## config.mk

```make
export PLATFORM = sky130hd
export DESIGN_NAME = incr_pos_decoder
export DESIGN_NICKNAME = d
export VERILOG_FILES = /design/src/rtl/ipd_pkg.sv /design/src/rtl/ipd_sync.sv /design/src/rtl/ipd_step.sv /design/src/rtl/ipd_count.sv /design/src/rtl/incr_pos_decoder.sv
export SDC_FILE = /design/constraint.sdc
export NUM_CORES = 1
export LEC_CHECK = 0
export BUFFER_PORTS_ARGS = -buffer_cell sky130_fd_sc_hd__buf_2
export CORE_MARGIN = 2
export CORE_UTILIZATION = 30
export CTS_BUF_LIST = sky130_fd_sc_hd__clkbuf_4
export DETAILED_ROUTE_END_ITERATION = 12
export MAX_ROUTING_LAYER = met4
export PLACE_DENSITY_LB_ADDON = 0.05
export SLEW_MARGIN = 20
export SYNTH_ARGS = -nofsm -noshare
export SYNTH_HDL_FRONTEND = slang
export SYNTH_SLANG_ARGS = --single-unit
export TNS_END_PERCENT = 5
```

## constraint.sdc

```tcl
create_clock -name clk -period 4.3 [get_ports clk]
set_input_delay 0.215 -clock clk [delete_from_list [all_inputs] [get_ports clk]]
set_output_delay 0.215 -clock clk [all_outputs]
set_load 0.005 [all_outputs]
```

## src/rtl/ipd_pkg.sv

```systemverilog
package ipd_pkg;
  typedef enum logic [1:0] {
    IN_QUAD      = 2'd0,
    IN_PULSE_DIR = 2'd1,
    IN_UP_DOWN   = 2'd2,
    IN_OFF       = 2'd3
  } in_mode_e;

  // bit positions within the home clear mask
  localparam int HM_REV = 0;
  localparam int HM_PH  = 1;
endpackage

```

## src/rtl/ipd_sync.sv

```systemverilog
module ipd_sync #(
  parameter int WIDTH  = 4,
  parameter int STAGES = 2
) (
  input  logic             clk,
  input  logic             rst,
  input  logic [WIDTH-1:0] d,
  output logic [WIDTH-1:0] q
);
  logic [WIDTH-1:0] stg [STAGES];

  always_ff @(posedge clk) begin
    if (rst) begin
      for (int s = 0; s < STAGES; s++) stg[s] <= '0;
    end else begin
      stg[0] <= d;
      for (int s = 1; s < STAGES; s++) stg[s] <= stg[s-1];
    end
  end

  assign q = stg[STAGES-1];
endmodule

```

## src/rtl/ipd_step.sv

```systemverilog
module ipd_step
  import ipd_pkg::*;
(
  input  logic     clk,
  input  logic     rst,
  input  in_mode_e mode,
  input  logic     a_s,
  input  logic     b_s,
  input  logic     z_s,
  input  logic     h_s,
  output logic     step_up,
  output logic     step_dn,
  output logic     z_rise,
  output logic     h_rise,
  output logic     a_q,
  output logic     b_q
);
  logic       z_q, h_q;
  logic [1:0] pos_now, pos_old, delta;
  logic       a_up, b_up;

  always_ff @(posedge clk) begin
    if (rst) begin
      a_q <= 1'b0;
      b_q <= 1'b0;
      z_q <= 1'b0;
      h_q <= 1'b0;
    end else begin
      a_q <= a_s;
      b_q <= b_s;
      z_q <= z_s;
      h_q <= h_s;
    end
  end

  // position of {A,B} around the quadrature cycle 00,10,11,01
  assign pos_now = {b_s, a_s ^ b_s};
  assign pos_old = {b_q, a_q ^ b_q};
  assign delta   = pos_now - pos_old;
  assign a_up    = a_s & ~a_q;
  assign b_up    = b_s & ~b_q;
  assign z_rise  = z_s & ~z_q;
  assign h_rise  = h_s & ~h_q;

  always_comb begin
    step_up = 1'b0;
    step_dn = 1'b0;
    unique case (mode)
      IN_QUAD: begin
        step_up = (delta == 2'd1);
        step_dn = (delta == 2'd3);
      end
      IN_PULSE_DIR: begin
        step_up = a_up & ~b_s;
        step_dn = a_up &  b_s;
      end
      IN_UP_DOWN: begin
        step_up = a_up & ~b_up;
        step_dn = b_up & ~a_up;
      end
      default: ;
    endcase
  end
endmodule

```

## src/rtl/ipd_count.sv

```systemverilog
module ipd_count
  import ipd_pkg::*;
#(
  parameter int PH_W  = 16,
  parameter int REV_W = 16
) (
  input  logic             clk,
  input  logic             rst,
  input  logic             step_up,
  input  logic             step_dn,
  input  logic             z_rise,
  input  logic             h_rise,
  input  logic [PH_W-1:0]  ph_max,
  input  logic [PH_W-1:0]  ph_index,
  input  logic             rev_on_wrap,
  input  logic             zcal_en,
  input  logic [2:0]       home_mask,
  input  logic             rev_clr,
  output logic [PH_W-1:0]  ph_count,
  output logic [REV_W-1:0] rev_count,
  output logic             dir,
  output logic             z_pulse
);
  localparam logic [PH_W-1:0]  PH_ONE  = PH_W'(1);
  localparam logic [REV_W-1:0] REV_ONE = REV_W'(1);

  logic            ph_home, ph_cal, take_step, wrap_up, wrap_dn;
  logic [PH_W-1:0] ph_nxt;

  assign ph_home   = h_rise & home_mask[HM_PH];
  assign ph_cal    = z_rise & zcal_en;
  assign take_step = ~ph_home & ~ph_cal;
  assign wrap_up   = take_step & step_up & (ph_count >= ph_max);
  assign wrap_dn   = take_step & step_dn & (ph_count == '0);

  always_comb begin
    ph_nxt = ph_count;
    if (ph_home)                 ph_nxt = '0;
    else if (ph_cal)             ph_nxt = ph_index;
    else if (wrap_up)            ph_nxt = '0;
    else if (wrap_dn)            ph_nxt = ph_max;
    else if (step_up)            ph_nxt = ph_count + PH_ONE;
    else if (step_dn)            ph_nxt = ph_count - PH_ONE;
  end

  always_ff @(posedge clk) begin
    if (rst) begin
      ph_count  <= '0;
      rev_count <= '0;
      dir       <= 1'b0;
      z_pulse   <= 1'b0;
    end else begin
      ph_count <= ph_nxt;
      z_pulse  <= z_rise;
      if (step_up)      dir <= 1'b0;
      else if (step_dn) dir <= 1'b1;

      if (rev_clr || (h_rise && home_mask[HM_REV])) begin
        rev_count <= '0;
      end else if (rev_on_wrap) begin
        if (wrap_up)      rev_count <= rev_count + REV_ONE;
        else if (wrap_dn) rev_count <= rev_count - REV_ONE;
      end else if (z_rise) begin
        rev_count <= dir ? rev_count - REV_ONE : rev_count + REV_ONE;
      end
    end
  end
endmodule

```

## src/rtl/incr_pos_decoder.sv

```systemverilog
module incr_pos_decoder
  import ipd_pkg::*;
#(
  parameter int PH_W        = 16,
  parameter int REV_W       = 16,
  parameter int SYNC_STAGES = 2
) (
  input  logic             clk,
  input  logic             rst,
  input  logic             enc_a,
  input  logic             enc_b,
  input  logic             enc_z,
  input  logic             enc_h,
  input  logic [1:0]       in_mode,
  input  logic [PH_W-1:0]  ph_max,
  input  logic             rev_on_wrap,
  input  logic             zcal_en,
  input  logic [PH_W-1:0]  ph_index,
  input  logic [2:0]       home_mask,
  input  logic             rev_clr,
  output logic [PH_W-1:0]  ph_count,
  output logic [REV_W-1:0] rev_count,
  output logic             dir,
  output logic             a_lvl,
  output logic             b_lvl,
  output logic             z_pulse
);
  localparam int NLINES = 4;

  logic [NLINES-1:0] raw_lines, sync_lines;
  logic step_up, step_dn, z_rise, h_rise;

  assign raw_lines = {enc_h, enc_z, enc_b, enc_a};

  ipd_sync #(.WIDTH(NLINES), .STAGES(SYNC_STAGES)) u_sync (
    .clk (clk),
    .rst (rst),
    .d   (raw_lines),
    .q   (sync_lines)
  );

  ipd_step u_step (
    .clk     (clk),
    .rst     (rst),
    .mode    (in_mode_e'(in_mode)),
    .a_s     (sync_lines[0]),
    .b_s     (sync_lines[1]),
    .z_s     (sync_lines[2]),
    .h_s     (sync_lines[3]),
    .step_up (step_up),
    .step_dn (step_dn),
    .z_rise  (z_rise),
    .h_rise  (h_rise),
    .a_q     (a_lvl),
    .b_q     (b_lvl)
  );

  ipd_count #(.PH_W(PH_W), .REV_W(REV_W)) u_count (
    .clk         (clk),
    .rst         (rst),
    .step_up     (step_up),
    .step_dn     (step_dn),
    .z_rise      (z_rise),
    .h_rise      (h_rise),
    .ph_max      (ph_max),
    .ph_index    (ph_index),
    .rev_on_wrap (rev_on_wrap),
    .zcal_en     (zcal_en),
    .home_mask   (home_mask),
    .rev_clr     (rev_clr),
    .ph_count    (ph_count),
    .rev_count   (rev_count),
    .dir         (dir),
    .z_pulse     (z_pulse)
  );
endmodule

```

==> out/qor.csv <==
metric,value,unit
Synth Instances,471,
#FFs+latches synth,46,
Util after Layout,0.371,
Final Critical Period,3770,ps
share of the synthesized area in the top cell type,0.246,
"most common cell after layout, fill and taps aside",buf_2,
hpwl dp,8750,um
Worst Clk Skew,14.2,ps
I/O pins,82,
vias in the first global route,3554,
full die area,13400,um2
endpoint type of the worst setup path,register,
Syn Std Cell Area,3750,um2
RSZ-0062 raised after global routing,no,
fillcell total,1308,
Iter 0 DRT Violations,135,
total gr overflow,0,
CP Launch Type,register,
cell taking the most area after synthesis,dfxtp_1,
power density over cell area,343,nW/um2
Root Buffer,clkbuf_4,
Initial Utilization,0.310,
Synth cell types,62,
antenna violations before repair,0,
final hold violation count,0,
Worst IR Drop VDD,155,uV
leading register cell type out of synthesis,dfxtp_1,
clock tree from TritonCTS,yes,
mean post-synth cell area,7.96,um2
nets,640,
max-slew violation count,0,
fmax,0.265,GHz
Setup CP Type,reg -> reg,
routed length per instance,15.8,um
Non-Filler Instances,723,
part of the cycle the worst path needs,0.876,
residual DRC count,0,
Num CTS Buffers,5,
CP max FO,19,
Synth Net Count,557,
post-route ant nets,0,
Post-CTS Setup Bufs,0,
clk_lat worst skew,410,ps
row cnt,40,
GRT Util Overall,0.182,
H-Tree Depth,2,
Max Cap Violations,0,
Chip Height,116,um
Worst EP arrival,4130,ps
sequential area share after synthesis,0.246,
share of layout cells above drive strength 1,0.214,
number of flops mapped to enable cells by yosys,0,
setup violators final,0,
ranking of synthesized cells by area,"dfxtp_1 25%, ha_1 13%, a21oi_1 4.8%, mux2i_1 4.8%, o21ai_0 4.8%",
P&R area growth vs syn,20.0,%
"Clk pin slew, worst setup/hold paths",160,ps
global-route wire length before repair,18200,um
CP Data Required Time,4660,ps
Ys Warns,0,
status,"finished, final reports clean",
leakage,1.99,nW
drt pass-1 iters,4,
gpl congestion,0.812,
Via density,5.08,
clock sink count,46,
Worst Max-Slew Pin Slew,658,ps
"FFs w/ async S/R, synth",0,
port bufs,80,
Slew HR,0.561,
largest net degree at the start of global routing,31,
register area,921,um2
multi-input logic area,2660,um2
Via Count,3675,
ANT cells,0,
TNS Setup,0,ps
routed wire length,11400,um
Power Total,1.54,mW
CTS max path bufs,2,
Core Footprint,12100,um2
Tightest Hold Check Type,in -> reg,
Chip Width,116,um
most frequent cells in the layout,"80 x buf_2, 46 x dfxtp_1, 39 x ha_1",
Inst Count DP,711,
-- final cells by class --
cell class              count  share of cell area
multi-input cells         382               0.591
repair buffers             92               0.111
clock buffers               5             0.00835
clock inverters             3              0.0153
flip-flops and latches     46               0.205
inverters                  27              0.0225
well taps                 168              0.0467
-- cell usage after synthesis, drive strengths merged, types with 7 or more instances --
master  number
dfxtp       46
ha          39
a21oi       36
o21ai       36
nand2       32
nor2        32
inv         27
nor2b       19
mux2i       18
or3         16
nor3        15
clkbuf      13
nand2b      12
xor2         9
a22oi        8
a211oi       7
a31oi        7
-- critical path, cell delays in order, from the launching register on --
cell	delay (ps)
dfxtp_1	450
xnor2_1	150
ha_1	270
nor3b_1	200
a22oi_1	110
buf_4	220
ha_1	340
nor2b_1	150
o31a_1	270
o31ai_1	230
buf_4	180
a21oi_1	90
o21ai_0	220
mux2_2	350
or3_1	360
a21oi_1	120
-- logic make-up after synthesis --
logic type,share of synthesized area
buffers and inverters,0.0481
adders and majority gates,0.136
DFF,0.246
and+or+nand+nor,0.255
AOI/OAI and AO/OA,0.227
muxes,0.0541
xor gates and xnor gates,0.0350
-- power breakdown --
group | leakage, nW | switching (mW) | internal, mW
registers | 0.376 | 0.0480 | 0.459
clock network | 0.0554 | 0.171 | 0.182
logic | 1.55 | 0.358 | 0.325
-- flip-flops by register name (all words and copies together) (netlist names) --
signal	cells
u_count.rev_count	16
u_count.z_pulse	1
u_sync.stg	8
u_step.h_q	1
u_count.ph_count	16
u_count.dir	1
u_step.b_q	1
u_step.z_q	1
u_step.a_q	1
-- metal layers --
metal / track usage / vias up / share of wire
met2: 0.311 / 68 / 0.48
met5: - / - / 0
met3: 0.0329 / 7 / 0.034
li1: - / 1900 / -
met1: 0.224 / 1700 / 0.47
met4: 0.0405 / 0 / 0.011
-- through the flow --
step                setup WS, ps  hold WS (ps)  instance area [um2]
CTS                          527          1.95                 4480
global placement             646           418                 4350
finish                       532          62.0                 4500
detailed placement           568           425                 4350
floorplan                    223           287                 3750
global route                 280          43.6                 4500
-- worst paths after layout --
kind | cells past startpoint | endpoint | startpoint | slack (ps)
worst min register to register | 1 | u_sync.stg[0][6] | u_sync.stg[0][2] | 460
worst min-delay path | 3 | u_count.ph_count[8] | ph_index[8] | 60
worst max-delay path | 15 | u_count.ph_count[14] | u_sync.stg[0][5] | 530
worst max register to register | 15 | u_count.ph_count[14] | u_sync.stg[0][5] | 530
-- repair_timing --
action,4_1_cts,5_1_grt
hold endpoints to repair,3,1
hold buffers,3,1
gates resized for setup,0,0
Note: power is estimated with default switching activity, not from simulation.
